$ cat config.mk
export PLATFORM = sky130hd
export DESIGN_NAME = sio_irq_vector
export DESIGN_NICKNAME = d
export VERILOG_FILES = /design/src/rtl/sio_irq_pkg.sv /design/src/rtl/sio_irq_chan.sv /design/src/rtl/sio_vec_reg.sv /design/src/rtl/sio_irq_merge.sv /design/src/rtl/sio_irq_vector.sv
export SDC_FILE = /design/constraint.sdc
export NUM_CORES = 1
export LEC_CHECK = 0
export BUFFER_PORTS_ARGS = -buffer_cell sky130_fd_sc_hd__buf_4
export CORE_MARGIN = 8
export CORE_UTILIZATION = 30
export CTS_BUF_LIST = sky130_fd_sc_hd__clkbuf_4 sky130_fd_sc_hd__clkbuf_8
export DETAILED_ROUTE_END_ITERATION = 16
export GPL_TIMING_DRIVEN = 0
export SLEW_MARGIN = 30
export SYNTH_ARGS = -nofsm -noshare
export SYNTH_HDL_FRONTEND = slang
export SYNTH_SLANG_ARGS = --single-unit
$ cat constraint.sdc
create_clock -name clk -period 4.4 [get_ports clk]
set_input_delay 0.22 -clock clk [delete_from_list [all_inputs] [get_ports clk]]
set_output_delay 0.22 -clock clk [all_outputs]
set_load 0.05 [all_outputs]
$ cat src/rtl/sio_irq_pkg.sv
package sio_irq_pkg;
  localparam int NCH   = 2;
  localparam int VEC_W = 8;

  typedef enum logic [2:0] {
    SRC_RX_A = 3'd0,
    SRC_TX_A = 3'd1,
    SRC_RX_B = 3'd2,
    SRC_TX_B = 3'd3,
    SRC_NONE = 3'd4
  } vec_src_e;

  function automatic logic [VEC_W-1:0] vec_code(input logic hi, input vec_src_e src);
    logic [VEC_W-1:0] c;
    case (src)
      SRC_RX_A: c = hi ? 8'h30 : 8'h0C;
      SRC_TX_A: c = hi ? 8'h10 : 8'h08;
      SRC_RX_B: c = hi ? 8'h20 : 8'h04;
      SRC_TX_B: c = 8'h00;
      default:  c = hi ? 8'h60 : 8'h06;
    endcase
    return c;
  endfunction
endpackage

$ cat src/rtl/sio_irq_chan.sv
module sio_irq_chan (
  input  logic clk,
  input  logic rst_n,
  input  logic chan_rst,
  input  logic rx_set,
  input  logic rx_clr,
  input  logic tx_set,
  input  logic tx_clr,
  input  logic cmd_rst_ius,
  input  logic cmd_clr_tx,
  output logic rx_pend,
  output logic tx_pend,
  output logic rx_ius,
  output logic tx_ius,
  output logic take_rx,
  output logic take_tx,
  output logic clr_evt
);
  logic rx_clr_e, tx_clr_e;
  logic rx_ius_left, tx_ius_left;

  always_comb begin
    rx_clr_e    = rx_clr | (cmd_rst_ius & rx_ius);
    tx_clr_e    = tx_clr | cmd_clr_tx | (cmd_rst_ius & ~rx_ius & tx_ius);
    rx_ius_left = rx_ius & ~rx_clr_e;
    tx_ius_left = tx_ius & ~tx_clr_e;
    take_rx     = ~chan_rst & rx_set & ~tx_ius_left;
    take_tx     = ~chan_rst & tx_set & ~rx_ius_left & ~take_rx;
    clr_evt     = ~chan_rst & (rx_clr_e | tx_clr_e);
  end

  always_ff @(posedge clk) begin
    if (!rst_n || chan_rst) begin
      rx_pend <= 1'b0;
      tx_pend <= 1'b0;
      rx_ius  <= 1'b0;
      tx_ius  <= 1'b0;
    end else begin
      rx_pend <= rx_set | (rx_pend & ~rx_clr_e);
      tx_pend <= tx_set | (tx_pend & ~tx_clr_e);
      rx_ius  <= take_rx | rx_ius_left;
      tx_ius  <= take_tx | tx_ius_left;
    end
  end
endmodule

$ cat src/rtl/sio_vec_reg.sv
module sio_vec_reg
  import sio_irq_pkg::*;
(
  input  logic             clk,
  input  logic             rst_n,
  input  logic             hi_sel,
  input  logic [NCH-1:0]   take_rx,
  input  logic [NCH-1:0]   take_tx,
  input  logic [NCH-1:0]   clr_evt,
  output logic [VEC_W-1:0] vec_q
);
  logic     wr_en;
  vec_src_e src;

  always_comb begin
    wr_en = 1'b1;
    src   = SRC_NONE;
    if (take_rx[0])      src = SRC_RX_A;
    else if (take_tx[0]) src = SRC_TX_A;
    else if (take_rx[1]) src = SRC_RX_B;
    else if (take_tx[1]) src = SRC_TX_B;
    else if (|clr_evt)   src = SRC_NONE;
    else                 wr_en = 1'b0;
  end

  always_ff @(posedge clk) begin
    if (!rst_n)     vec_q <= '0;
    else if (wr_en) vec_q <= vec_code(hi_sel, src);
  end
endmodule

$ cat src/rtl/sio_irq_merge.sv
module sio_irq_merge
  import sio_irq_pkg::*;
(
  input  logic [NCH-1:0]   tx_int_en,
  input  logic [2*NCH-1:0] rx_mode,
  input  logic [NCH-1:0]   brk_int_en,
  input  logic [NCH-1:0]   brk_status,
  input  logic [NCH-1:0]   rx_pend,
  input  logic [NCH-1:0]   tx_pend,
  output logic             irq
);
  logic [NCH-1:0] chan_req;

  for (genvar i = 0; i < NCH; i++) begin : g_ch
    logic [1:0] mode;
    logic       rx_on;
    assign mode        = rx_mode[2*i +: 2];
    assign rx_on       = (mode == 2'b01) || (mode == 2'b10);
    assign chan_req[i] = (tx_int_en[i] & tx_pend[i])
                       | (rx_on & rx_pend[i])
                       | (brk_int_en[i] & brk_status[i]);
  end

  assign irq = |chan_req;
endmodule

$ cat src/rtl/sio_irq_vector.sv
module sio_irq_vector
  import sio_irq_pkg::*;
#(
  parameter int IDX_W    = 4,
  parameter int CMD_W    = 8,
  parameter int CMD_LSB  = 3,
  parameter int VEC_IDX  = 2,
  parameter int PEND_IDX = 3
) (
  input  logic             clk,
  input  logic             rst_n,
  input  logic [1:0]       chan_rst,
  input  logic [1:0]       rx_set,
  input  logic [1:0]       rx_clr,
  input  logic [1:0]       tx_set,
  input  logic [1:0]       tx_clr,
  input  logic [1:0]       brk_status,
  input  logic [1:0]       tx_int_en,
  input  logic [3:0]       rx_mode,
  input  logic [1:0]       brk_int_en,
  input  logic             vec_hi_sel,
  input  logic             cmd_valid,
  input  logic             cmd_chan,
  input  logic [CMD_W-1:0] cmd_byte,
  input  logic [IDX_W-1:0] rd_idx,
  output logic [7:0]       rd_data,
  output logic             irq
);
  localparam logic [2:0] CMD_RST_IUS = 3'b111;
  localparam logic [2:0] CMD_CLR_TX  = 3'b101;

  logic [2:0]       cmd_field;
  logic [NCH-1:0]   cmd_rst_ius, cmd_clr_tx;
  logic [NCH-1:0]   rx_pend, tx_pend, rx_ius, tx_ius;
  logic [NCH-1:0]   take_rx, take_tx, clr_evt;
  logic [VEC_W-1:0] vec_q;
  logic [7:0]       pend_reg;

  assign cmd_field = cmd_byte[CMD_LSB +: 3];

  for (genvar i = 0; i < NCH; i++) begin : g_chan
    logic hit;
    assign hit            = cmd_valid && (cmd_chan == i[0]);
    assign cmd_rst_ius[i] = hit && (cmd_field == CMD_RST_IUS);
    assign cmd_clr_tx[i]  = hit && (cmd_field == CMD_CLR_TX);

    sio_irq_chan u_chan (
      .clk         (clk),
      .rst_n       (rst_n),
      .chan_rst    (chan_rst[i]),
      .rx_set      (rx_set[i]),
      .rx_clr      (rx_clr[i]),
      .tx_set      (tx_set[i]),
      .tx_clr      (tx_clr[i]),
      .cmd_rst_ius (cmd_rst_ius[i]),
      .cmd_clr_tx  (cmd_clr_tx[i]),
      .rx_pend     (rx_pend[i]),
      .tx_pend     (tx_pend[i]),
      .rx_ius      (rx_ius[i]),
      .tx_ius      (tx_ius[i]),
      .take_rx     (take_rx[i]),
      .take_tx     (take_tx[i]),
      .clr_evt     (clr_evt[i])
    );
  end

  sio_vec_reg u_vec (
    .clk     (clk),
    .rst_n   (rst_n),
    .hi_sel  (vec_hi_sel),
    .take_rx (take_rx),
    .take_tx (take_tx),
    .clr_evt (clr_evt),
    .vec_q   (vec_q)
  );

  sio_irq_merge u_merge (
    .tx_int_en  (tx_int_en),
    .rx_mode    (rx_mode),
    .brk_int_en (brk_int_en),
    .brk_status (brk_status),
    .rx_pend    (rx_pend),
    .tx_pend    (tx_pend),
    .irq        (irq)
  );

  // external/status bits 3 and 0 stay zero
  assign pend_reg = {2'b00, rx_pend[0], tx_pend[0], 1'b0, rx_pend[1], tx_pend[1], 1'b0};

  // combinational read
  always_comb begin
    if (rd_idx == IDX_W'(VEC_IDX))       rd_data = vec_q;
    else if (rd_idx == IDX_W'(PEND_IDX)) rd_data = pend_reg;
    else                                 rd_data = '0;
  end
endmodule

Word level (Yosys, flattened, before mapping)
Index checks and enable logic that the tools add are counted.
{"block": "totals", "ff_bits": 16, "latch_bits": 0, "ram_bits": 0, "romBits": 0, "in_bits": 37, "output_inout_bits": 9, "elab_cells": 117, "memories": 0}
{"block": "classes", "n_addsub": 0, "n_mul": 0, "n_div": 0, "n_lt_le_gt_ge": 0, "eq_ne": 11, "n_shift": 0, "n_mux": 16, "bitwise_logic": 67, "n_reduce_logical": 14}
{"operator": "1-bit bitwise AND", "count": 32}
{"operator": "8-bit case mux with 4 select lines", "count": 1}
{"operator": "1-bit OR", "count": 20}
{"operator": "6-bit two-way mux", "count": 3}
{"operator": "1-bit NOT", "count": 15}
{"operator": "3-bit two-way mux", "count": 4}
{"operator": "4-bit by 2-bit equality test with 1-bit output (second input constant)", "count": 2}
{"operator": "8-bit two-way mux", "count": 1}
{"operator": "7-bit two-way mux", "count": 1}
{"operator": "3-bit by 2-bit equality test with 1-bit output (second input constant)", "count": 2}
{"operator": "3-bit equality test (second input constant)", "count": 2}
{"operator": "1-bit logical AND", "count": 6}
{"operator": "1-bit two-way mux", "count": 5}
{"operator": "5-bit two-way mux", "count": 1}
{"operator": "2-bit by 1-bit equality test with 1-bit output (second input constant)", "count": 2}
{"operator": "2-bit equality test (second input constant)", "count": 2}
{"operator": "1-bit logical OR", "count": 4}
{"operator": "2-bit OR reduction", "count": 2}
{"operator": "3-bit by 1-bit equality test with 1-bit output (second input constant)", "count": 1}
{"operator": "3-bit logical NOT", "count": 1}
{"operator": "1-bit logical NOT", "count": 1}

Logic depth before layout (Yosys ltp)
Gate-level depths: netlist (run 1).
{"block": "depth", "depth_word": 17, "depth_mapped": 5, "ltp_nobuf": 5}

Cells and area by module
Synthesis (run 1) repeated with hierarchy kept, for this count alone.
{"block": "hier_totals", "hier_cells": 111, "hier_area_um2": 885.8}
{"module": "sio_irq_chan", "instances": 2, "cells_each": 24, "area_each_um2": 195.2, "seq_area_each_um2": 80.1}
{"module": "sio_vec_reg", "instances": 1, "cells_each": 34, "area_each_um2": 287.8, "seq_area_each_um2": 120.1}
{"module": "sio_irq_vector", "instances": 1, "cells_each": 23, "area_each_um2": 162.7, "seq_area_each_um2": 0.0}
{"module": "sio_irq_merge", "instances": 1, "cells_each": 6, "area_each_um2": 45.0, "seq_area_each_um2": 0.0}

Least setup slack after synthesis (run 1)
No wires, ideal clock.
{"block": "synth_timing", "kind": "input-to-output", "startpoint": "input port rd_idx[3]", "endpoint": "output port rd_data[3]", "arrival_ns": 1.595, "required_ns": 4.180, "path_slack_ns": 2.585, "path_stages": 3, "path_buffers": 0, "cell_sequence": "nor2_1 -> nand2_1 -> nor3b_1"}
{"block": "synth_via", "elab_chain_cells": 2}
{"item": "start: declaration", "line": "sio_irq_vector.sv:25", "rtl": "input logic [IDX_W-1:0] rd_idx,"}
{"item": "4-bit by 2-bit equality test with 1-bit output", "line": "sio_irq_vector.sv:92", "rtl": "if (rd_idx == IDX_W'(VEC_IDX)) rd_data = vec_q;"}
{"item": "8-bit two-way mux", "line": "sio_irq_vector.sv:92"}
{"item": "end: declaration", "line": "sio_irq_vector.sv:26", "rtl": "output logic [7:0] rd_data,"}
Every way passes these cells.

Worst setup path in the final report (run 1)
{"block": "layout_timing", "startpoint": "register g_chan[1].u_chan.rx_ius", "endpoint": "register u_vec.vec_q[2]"}
{"block": "layout_via", "elab_chain_cells": 16, "word_cells_on_any_way": 33, "cone_classes": "3 x eq/ne; 10 x mux; 18 x bitwise; 2 x reduce/logical"}
{"item": "start: declaration", "line": "sio_irq_chan.sv:13", "rtl": "output logic rx_ius,"}
{"item": "start signal: assignment", "line": "sio_irq_chan.sv:41", "rtl": "rx_ius <= take_rx | rx_ius_left;"}
{"item": "1-bit NOT", "line": "sio_irq_chan.sv:24", "rtl": "tx_clr_e = tx_clr | cmd_clr_tx | (cmd_rst_ius & ~rx_ius & tx_ius);"}
{"item": "1-bit bitwise AND (2 in series)", "line": "sio_irq_chan.sv:24"}
{"item": "1-bit OR", "line": "sio_irq_chan.sv:24"}
{"item": "1-bit NOT", "line": "sio_irq_chan.sv:26", "rtl": "tx_ius_left = tx_ius & ~tx_clr_e;"}
{"item": "1-bit bitwise AND", "line": "sio_irq_chan.sv:26"}
{"item": "1-bit NOT", "line": "sio_irq_chan.sv:27", "rtl": "take_rx = ~chan_rst & rx_set & ~tx_ius_left;"}
{"item": "1-bit bitwise AND", "line": "sio_irq_chan.sv:27"}
{"item": "1-bit NOT", "line": "sio_irq_chan.sv:28", "rtl": "take_tx = ~chan_rst & tx_set & ~rx_ius_left & ~take_rx;"}
{"item": "1-bit bitwise AND", "line": "sio_irq_chan.sv:28"}
{"item": "3-bit two-way mux", "line": "sio_vec_reg.sv:21", "rtl": "else if (take_tx[1]) src = SRC_TX_B;"}
{"item": "3-bit two-way mux", "line": "sio_vec_reg.sv:20", "rtl": "else if (take_rx[1]) src = SRC_RX_B;"}
{"item": "3-bit two-way mux", "line": "sio_vec_reg.sv:19", "rtl": "else if (take_tx[0]) src = SRC_TX_A;"}
{"item": "3-bit two-way mux", "line": "sio_vec_reg.sv:18", "rtl": "if (take_rx[0]) src = SRC_RX_A;"}
{"item": "3-bit by 2-bit equality test with 1-bit output, or another cell as far along", "line": "sio_irq_pkg.sv:15", "rtl": "case (src)"}
{"item": "8-bit case mux with 4 select lines", "line": "sio_irq_pkg.sv:15"}
{"item": "end signal: assignment", "line": "sio_vec_reg.sv:28", "rtl": "else if (wr_en) vec_q <= vec_code(hi_sel, src);"}
{"item": "end: declaration", "line": "sio_vec_reg.sv:10", "rtl": "output logic [VEC_W-1:0] vec_q"}
Several ways; a longest one is shown, not always the timed one.
A chain may end at the register's enable or synchronous reset.

==> results.sh, run 1 <==
export IMPL_port_buffers=37
export IMPL_synth_ff_type="dfxtp_1"
export IMPL_grt_pass1_vias=957
export IMPL_clock_latency_ps=280
export IMPL_synthCells=106
export IMPL_clockBufferDepth=2
export IMPL_top_level_ports=46
export IMPL_end_kind="flop"
export IMPL_postCtsSetupBuffers=0
export IMPL_wl_per_cell_um=14.1
export IMPL_setup_violations=0
export IMPL_syn_area_per_cell_um2=8.20
export IMPL_routed_wl_um=2530
export IMPL_hold_ws_ps=145
export IMPL_grt_overflow=0
export IMPL_drive_above_1_share=0.331
export IMPL_worstPathCellList="or3b_1, a211oi_2, o22ai_2, and4b_1, o2bb2ai_1"
export IMPL_die_area_mm2=0.00488
export IMPL_synthTopCellsByArea="dfxtp_1 32%, nor2_1 6.0%, mux2i_1 5.8%"
export IMPL_grt_use_total=0.104
export IMPL_power_leakage_nw=0.547
export IMPL_whs_path_depth=2
export IMPL_synth_top_cell_by_area="dfxtp_1"
export IMPL_synthesis_area_um2=870
export IMPL_setup_ws_ps=2700
export IMPL_min_path_type="in2reg"
export IMPL_clk_pin_slew_ps=90
export IMPL_async_flop_share=0
export IMPL_cts_sinks=14
export IMPL_critical_path_max_stage_delay_ps=390
export IMPL_final_common_cell="buf_4"
export IMPL_vias=913
export IMPL_crit_fanout=5
export IMPL_cts_tree="done"
export IMPL_hp_start="vec_hi_sel"
export IMPL_maxCapViolCount=0
export IMPL_cts_htree_levels=1
export IMPL_drt_pass1_iterations=4
export IMPL_place_gp_congestion=0.784
export IMPL_min_to="u_vec.vec_q[1]"
export IMPL_dpl_hpwl_um=2160
export IMPL_hold_buffers=0
export IMPL_r2r_slack_ps=2700
export IMPL_finalPower_w=0.000304
export IMPL_grt_max_degree=10
export IMPL_period_needed_ps=1700
export IMPL_placementRows=19
export IMPL_fin_setup_tns_ps=0
export IMPL_start_util=0.315
export IMPL_start_kind="flop"
export IMPL_pre_cts_slack_ps=2690
export IMPL_power_density_mw_per_mm2=248
export IMPL_die_w_um=69.8
export IMPL_cts_root_buffer="clkbuf_4"
export IMPL_nets=186
export IMPL_antenna_cells=0
export IMPL_antenna_found_initial=0
export IMPL_crit_slowest_cell="or3b_1"
export IMPL_arrival_ps=1920
export IMPL_r2r_start="g_chan[1].u_chan.rx_ius"
export IMPL_worstRegToRegCells=5
export IMPL_final_hold_viol_count=0
export IMPL_syn2layout_area_growth_pct=41.0
export IMPL_cts_buffers=3
export IMPL_yosysWarnings=0
export IMPL_yosysSeqAreaShare=0.322
export IMPL_skew_ps=3.61
export IMPL_fmax_mhz=587
export IMPL_outcome="completed"
export IMPL_r2r_end="u_vec.vec_q[2]"
export IMPL_cts_resized=0
export IMPL_synth_top_area_share=0.322
export IMPL_peakVddDrop_uv=148
export IMPL_initialDrtViolationCount=21
export IMPL_antenna_left=0
export IMPL_final_max_slew_viol_count=0
export IMPL_layout_cells_most_common_list="39 x buf_4, 14 x nor2_1, 14 x dfxtp_1, 10 x nand2_1, 9 x inv_1"
export IMPL_vias_per_cell=5.10
export IMPL_rsz0062_at_grt="false"
export IMPL_criticalPathCategory="reg2reg"
export IMPL_core_area_mm2=0.00276
export IMPL_drc=0
export IMPL_cp_required_ps=4610
export IMPL_synth_ff_latch_count=14
export IMPL_finalCritPeriodShare=0.387
export IMPL_die_h_um=69.8
export IMPL_grt_pass1_wl_um=4340
export IMPL_synth_edf_count=0
export IMPL_ys_types=34
[cell usage after synthesis (2+ instances only)]
| library cell | n |
|---|---|
| o21ai_0 | 2 |
| xor2_1 | 2 |
| nor2_1 | 14 |
| a211o_1 | 2 |
| a21oi_1 | 4 |
| nand2_1 | 10 |
| and4b_1 | 2 |
| a31oi_1 | 3 |
| nand2b_1 | 3 |
| or3b_1 | 2 |
| inv_1 | 9 |
| mux2i_1 | 5 |
| a211oi_1 | 2 |
| buf_4 | 2 |
| nand3_1 | 3 |
| nor3b_1 | 3 |
| dfxtp_1 | 14 |
| a211oi_2 | 2 |
| o2bb2ai_1 | 4 |
| nand3b_1 | 3 |
| a22oi_1 | 2 |
[layer usage]
metal | GRT usage | part of all wire | vias up
li1 | - | - | 465
met1 | 0.119 | 0.45 | 418
met2 | 0.171 | 0.46 | 28
met3 | 0.0501 | 0.080 | 2
met4 | 0.0201 | 0.0043 | 0
met5 | 0 | 0 | -
[logic make-up after synthesis]
logic type             after synthesis  synth area share
XOR/XNOR                             2            0.0201
flip-flops                          14             0.322
other                                1           0.00431
AND/OR/NAND/NOR                     44             0.273
buffers and inverters               12            0.0604
AO/OA/AOI/OAI                       28             0.262
multiplexers                         5            0.0576
[critical path: cells and delay by family (launching register included)]
kind	cells	cell delay, ps
AND/OR/NAND/NOR	2	740
AO/OA/AOI/OAI	3	540
flip-flops	1	350
[where the power goes]
part	switching (W)	internal (W)	total (W)
clock network	0.0000417	0.0000503	0.0000920
registers	0.00000412	0.000132	0.000137
logic	0.0000382	0.0000373	0.0000755
[registers in the layout, indices dropped and copies added, names as in the netlist]
| register | flops |
|---|---|
| g_chan.u_chan.rx_pend | 2 |
| g_chan.u_chan.tx_pend | 2 |
| u_vec.vec_q | 6 |
| g_chan.u_chan.tx_ius | 2 |
| g_chan.u_chan.rx_ius | 2 |
[through the flow]
step | utilization | instance area, µm² | std cells
2_1_floorplan | - | 873 | 107
3_3_place_gp | 0.431 | 1190 | 175
3_5_place_dp | 0.431 | 1190 | 175
4_1_cts | 0.445 | 1230 | 179
5_1_grt | 0.445 | 1230 | 179
6_report | 0.445 | 1230 | 179
[area by class of cell]
| cell class | count | area, µm² |
|---|---|---|
| buffer | 3 | 18.8 |
| inverter | 9 | 33.8 |
| timing repair buffer | 37 | 278 |
| fill | 285 | 1530 |
| tap | 31 | 38.8 |
| sequential | 14 | 280 |
| multi-input combinational | 81 | 541 |
| clock buffer | 4 | 36.3 |
[worst max path at each step]
stage | endpoint | slack, ps | startpoint
6_report | u_vec.vec_q[2] | 2700 | g_chan[1].u_chan.rx_ius
4_1_cts | u_vec.vec_q[3] | 2670 | g_chan[1].u_chan.rx_ius
5_1_grt | u_vec.vec_q[3] | 2610 | g_chan[1].u_chan.rx_ius
3_3_place_gp | u_vec.vec_q[4] | 2720 | cmd_byte[5]
3_5_place_dp | u_vec.vec_q[3] | 2690 | cmd_byte[4]
2_1_floorplan | rd_data[3] | 2580 | rd_idx[3]
No activity file was read; power rests on OpenSTA's default activity.
==> run 2, diff against run 1 <==
--- a/config.mk
+++ b/config.mk
@@ -5,6 +5,7 @@
 export SDC_FILE = /design/constraint.sdc
 export NUM_CORES = 1
 export LEC_CHECK = 0
+export ABC_AREA = 1
 export BUFFER_PORTS_ARGS = -buffer_cell sky130_fd_sc_hd__buf_4
 export CORE_MARGIN = 8
 export CORE_UTILIZATION = 30
==> constraint.sdc (replaced) <==
create_clock -name clk -period 1.4 [get_ports clk]
set_input_delay 0.07 -clock clk [delete_from_list [all_inputs] [get_ports clk]]
set_output_delay 0.07 -clock clk [all_outputs]
set_load 0.05 [all_outputs]
==> results.sh, run 2 <==
export IMPL_postCtsSetupBuffers=0
export IMPL_die_area_mm2=0.00501
export IMPL_cts_root_buffer="clkbuf_4"
export IMPL_hold_buffers=0
export IMPL_grt_util_met1=0.107
export IMPL_busiest_layer="met2"
export IMPL_synthMuxAreaShare=0
export IMPL_place_gp_congestion=0.778
export IMPL_wl_per_cell_um=10.8
export IMPL_worstPathCellList="inv_1, nand3_1, nand4_1, nand2_2, nand2_1, nor2_4, nand2_2, nand3_1, a21oi_1"
export IMPL_synth_top_family_by_area="simple AND/OR/NAND/NOR gates"
export IMPL_clockBufferDepth=2
export IMPL_regMostFlops="u_vec.vec_q"
export IMPL_antenna_found_initial=0
export IMPL_setup_violations=0
export IMPL_criticalPathCategory="reg2reg"
export IMPL_layout_cells_most_common_list="40 x buf_4, 32 x inv_1, 32 x nand2_1, 17 x nand3_1, 14 x a21oi_1"
export IMPL_fill_cells=333
export IMPL_synth_ff_latch_count=14
export IMPL_power_density_mw_per_mm2=704
export IMPL_async_flop_share=0
export IMPL_end_kind="flop"
export IMPL_die_h_um=70.8
export IMPL_whs_path_depth=3
export IMPL_vias_per_cell=4.47
export IMPL_clock_latency_ps=270
export IMPL_synth_fa_ha_area_frac=0
export IMPL_grt_max_degree=8
export IMPL_antenna_left=0
export IMPL_synth_top_area_share=0.311
export IMPL_grt_use_met3=0.0311
export IMPL_synth_simple_gate_area_frac=0.385
export IMPL_synth_edf_count=0
export IMPL_power_leakage_nw=0.644
export IMPL_arrival_ps=1440
export IMPL_cts_htree_levels=1
export IMPL_final_hold_viol_count=0
export IMPL_min_path_type="in2reg"
export IMPL_crit_slowest_cell="dfxtp_2"
export IMPL_finalCritPeriodShare=0.916
export IMPL_start_util=0.305
export IMPL_port_buffers=38
export IMPL_ys_types=17
export IMPL_yosys_top_cells_count="33 x nand2_1, 32 x inv_1, 17 x nand3_1"
export IMPL_synthesis_area_um2=901
export IMPL_routed_wl_um=2430
export IMPL_synth_ff_type="dfxtp_1"
export IMPL_yosysMostFrequentCell="nand2_1"
export IMPL_cts_sinks=14
export IMPL_clk_pin_slew_ps=80
export IMPL_grt_pass1_vias=1024
export IMPL_drc=0
export IMPL_antenna_cells=0
export IMPL_synthTopCellsByArea="dfxtp_1 31%, nand2_1 14%, inv_1 13%"
export IMPL_skew_ps=3.17
export IMPL_crit_fanout=6
export IMPL_r2r_slack_ps=120
export IMPL_synthCells=150
export IMPL_maxCapViolCount=0
export IMPL_grt_pass1_wl_um=4150
export IMPL_final_common_cell="buf_4"
export IMPL_nets=231
export IMPL_cp_required_ps=1560
export IMPL_yosysWarnings=0
export IMPL_synthXorXnorAreaFrac=0
export IMPL_start_kind="flop"
export IMPL_period_needed_ps=1280
export IMPL_worstRegToRegCells=9
export IMPL_synth_compound_area_frac=0.138
export IMPL_placementRows=20
export IMPL_dpl_hpwl_um=2070
export IMPL_pre_cts_slack_ps=91.8
export IMPL_finish_utilization=0.430
export IMPL_cts_resized=0
export IMPL_grt_use_total=0.0985
export IMPL_core_area_mm2=0.00295
export IMPL_grt_use_met2=0.175
export IMPL_outcome="completed"
export IMPL_drt_pass1_iterations=4
export IMPL_setup_ws_ps=118
export IMPL_synth_top_cell_by_area="dfxtp_1"
export IMPL_syn2layout_area_growth_pct=41.0
export IMPL_initialDrtViolationCount=23
export IMPL_grt_overflow=0
export IMPL_yosysSeqAreaShare=0.311
export IMPL_syn_area_per_cell_um2=6.01
export IMPL_drive_above_1_share=0.323
export IMPL_rsz0062_at_grt="true"
export IMPL_vias=1006
export IMPL_top_level_ports=46
export IMPL_cts_buffers=3
export IMPL_critical_path_max_stage_delay_ps=350
export IMPL_cts_tree="done"
export IMPL_largest_reg_flops=6
export IMPL_final_max_slew_viol_count=0
export IMPL_die_w_um=70.8
export IMPL_fmax_mhz=780
export IMPL_peakVddDrop_uv=276
==> run 2: per-layer routing <==
metal	part of all wire	vias up
met2	0.48	30
met4	0.0066	0
li1	-	551
met5	0	-
met1	0.44	423
met3	0.076	2
==> run 2: logic make-up after synthesis <==
family / count (synthesis)
flops: 14
other cells: 1
compound gates: 23
simple gates: 75
buf+inv: 37
==> run 2: path summary, 6_finish.rpt <==
check | startpoint | to
setup / recovery | g_chan[1].u_chan.rx_ius | u_vec.vec_q[2]
hold / removal | tx_set[0] | g_chan[0].u_chan.tx_pend
setup reg to reg | g_chan[1].u_chan.rx_ius | u_vec.vec_q[2]
hold reg to reg | u_vec.vec_q[1] | u_vec.vec_q[1]
==> run 2: worst max-delay path: cells and delay by family (launching register included) <==
family	cells	cell delay, ps
buf+inv	1	50
simple gates	7	710
compound gates	1	60
flops	1	350
==> run 2: power breakdown <==
part | internal, W | switching [W]
combinational | 0.000110 | 0.000140
clock | 0.0000995 | 0.000118
sequential | 0.000416 | 0.0000104
==> run 2: per-stage QoR <==
stage,TNS (ps),area [µm²],instances,total power (W),hold WS [ps]
6_report,0,1270,225,0.000894,51.0
3_3_place_gp,0,1230,222,0.000675,336
2_1_floorplan,0,905,151,0.000575,202
3_5_place_dp,0,1230,222,0.000680,339
4_1_cts,0,1250,225,0.000900,42.2
5_1_grt,-18.6,1270,225,0.000952,43.9
==> run 2: cell type report <==
class	instances	area, µm²	area share
buffer	2	15.0	0.0118
clock buffer	3	22.5	0.0177
inverter	35	134	0.105
multi-input combinational	100	489	0.385
sequential	14	283	0.223
tap	33	41.3	0.0325
timing repair buffer	38	285	0.225
==> run 3, diff against run 2 <==
==> constraint.sdc (replaced) <==
create_clock -name clk -period 1.4 [get_ports clk]
set_input_delay 0.28 -clock clk [delete_from_list [all_inputs] [get_ports clk]]
set_output_delay 0.28 -clock clk [all_outputs]
set_load 0.05 [all_outputs]
==> results.sh, run 3 (synthesis results as in run 2) <==
export IMPL_cts_htree_levels=1
export IMPL_die_w_um=70.8
export IMPL_placementRows=20
export IMPL_skew_ps=3.28
export IMPL_power_leakage_nw=0.669
export IMPL_critical_path_max_stage_delay_ps=330
export IMPL_vias=1041
export IMPL_syn2layout_area_growth_pct=50.8
export IMPL_end_kind="output pin"
export IMPL_wl_per_cell_um=11.2
export IMPL_die_area_mm2=0.00501
export IMPL_antenna_found_initial=0
export IMPL_crit_slowest_cell="dfxtp_2"
export IMPL_grt_pass1_vias=1030
export IMPL_final_cells=228
export IMPL_drt_met1_wl_um=1100
export IMPL_antenna_left=0
export IMPL_final_max_slew_viol_count=0
export IMPL_top_level_ports=46
export IMPL_drt_pass1_iterations=4
export IMPL_grt_overflow=0
export IMPL_finalCritPeriodShare=1.03
export IMPL_arrival_ps=1160
export IMPL_crit_fanout=3
export IMPL_regMostFlops="u_vec.vec_q"
export IMPL_hold_ws_ps=253
export IMPL_hold_buffers=0
export IMPL_worstPathCellList="nand2_1, nand2_1, a221oi_2, nand3_1, buf_6"
export IMPL_core_area_mm2=0.00295
export IMPL_start_util=0.305
export IMPL_outcome="finished, violations left"
export IMPL_peakVddDrop_uv=274
export IMPL_routed_top_layer="met4"
export IMPL_die_h_um=70.8
export IMPL_wl_met2_um=1270
export IMPL_routed_wl_um=2560
export IMPL_vias_per_cell=4.57
export IMPL_nets=234
export IMPL_cts_tree="done"
export IMPL_final_common_cell="buf_4"
export IMPL_rsz0062_at_grt="true"
export IMPL_cts_root_buffer="clkbuf_4"
export IMPL_power_density_mw_per_mm2=672
export IMPL_fin_setup_tns_ps=-38.1
export IMPL_final_hold_viol_count=0
export IMPL_crit_path_frequent_cell="nand2_1"
export IMPL_start_kind="flop"
export IMPL_antenna_cells=0
export IMPL_cp_required_ps=1120
export IMPL_min_path_type="in2reg"
export IMPL_cts_sinks=14
export IMPL_initialDrtViolationCount=27
export IMPL_drive_above_1_share=0.390
export IMPL_drc=0
export IMPL_clockBufferDepth=2
export IMPL_fmax_mhz=695
export IMPL_dp_cells=222
export IMPL_place_gp_congestion=0.778
export IMPL_setup_ws_ps=-38.1
export IMPL_grt_use_total=0.101
export IMPL_criticalPathCategory="reg2out"
export IMPL_grt_max_degree=8
export IMPL_failed_checks="negative setup slack"
export IMPL_layout_cells_most_common_list="36 x buf_4, 32 x inv_1, 31 x nand2_1, 16 x nand3_1, 14 x a21oi_1"
export IMPL_maxCapViolCount=0
export IMPL_cts_buffers=3
export IMPL_port_buffers=38
export IMPL_dpl_hpwl_um=2070
export IMPL_period_needed_ps=1440
export IMPL_clk_pin_slew_ps=80
export IMPL_wl_met3_um=154
export IMPL_grt_pass1_wl_um=4230
export IMPL_clock_latency_ps=270
export IMPL_largest_reg_flops=6
export IMPL_setup_violations=1
[run 3: cell types whose count changed in the layout (fill, tap and decap cells not counted), sizes merged]
cell / previous run / this run
buf: 40 / 43
[run 3: cell type report]
cell class              count  area, µm²
well taps                  33       41.3
inverters                  35        134
fillers                   326       1590
flip-flops and latches     14        290
multi-input cells         100        522
plain buffers               2       15.0
clock buffers               3       22.5
repair buffers             41        334
[run 3: what timing repair did]
| action | 4_1_cts | 5_1_grt |
|---|---|---|
| endpoints found under the setup margin | 5 | 12 |
| setup buffers | 0 | 3 |
| pin swaps | 4 | 7 |
| resized for setup | 10 | 16 |
[run 3: metal layers]
layer  vias to the layer above  GRT usage
li1                        555          -
met3                         4     0.0268
met2                        34      0.180
met4                         0     0.0346
met1                       448      0.111
met5                         -          0
[run 3: stage by stage]
stage	cell area [µm²]	total power (W)	util	setup slack (ps)
finish	1360	0.000913	0.460	-38.1
global route	1360	0.000971	0.460	-178
CTS	1290	0.000912	0.437	-46.7
detailed placement	1230	0.000680	0.417	-111
global placement	1230	0.000675	0.417	-72.3
floorplan	905	0.000575	-	-241
[run 3: power by group]
| part | internal (W) | switching [W] | leakage [nW] |
|---|---|---|---|
| Clock | 0.0000995 | 0.000118 | 0.0138 |
| Combinational | 0.000121 | 0.000147 | 0.538 |
| Sequential | 0.000416 | 0.0000103 | 0.117 |
[run 3: critical path: cells and delay by family (launching register included)]
| family | cells | cell delay [ps] |
|---|---|---|
| flops | 1 | 330 |
| buf+inv | 1 | 170 |
| compound gates | 1 | 170 |
| simple gates | 3 | 210 |
[run 3: path summary, 6_finish.rpt]
path	startpoint	cells after the start	to	slack, ps
worst min-delay path	tx_set[0]	3	g_chan[0].u_chan.tx_pend	250
worst max-delay path	g_chan[1].u_chan.tx_pend	5	irq	-40
worst min register to register	g_chan[1].u_chan.rx_pend	2	g_chan[1].u_chan.rx_pend	460
worst max register to register	g_chan[1].u_chan.rx_ius	9	u_vec.vec_q[2]	120
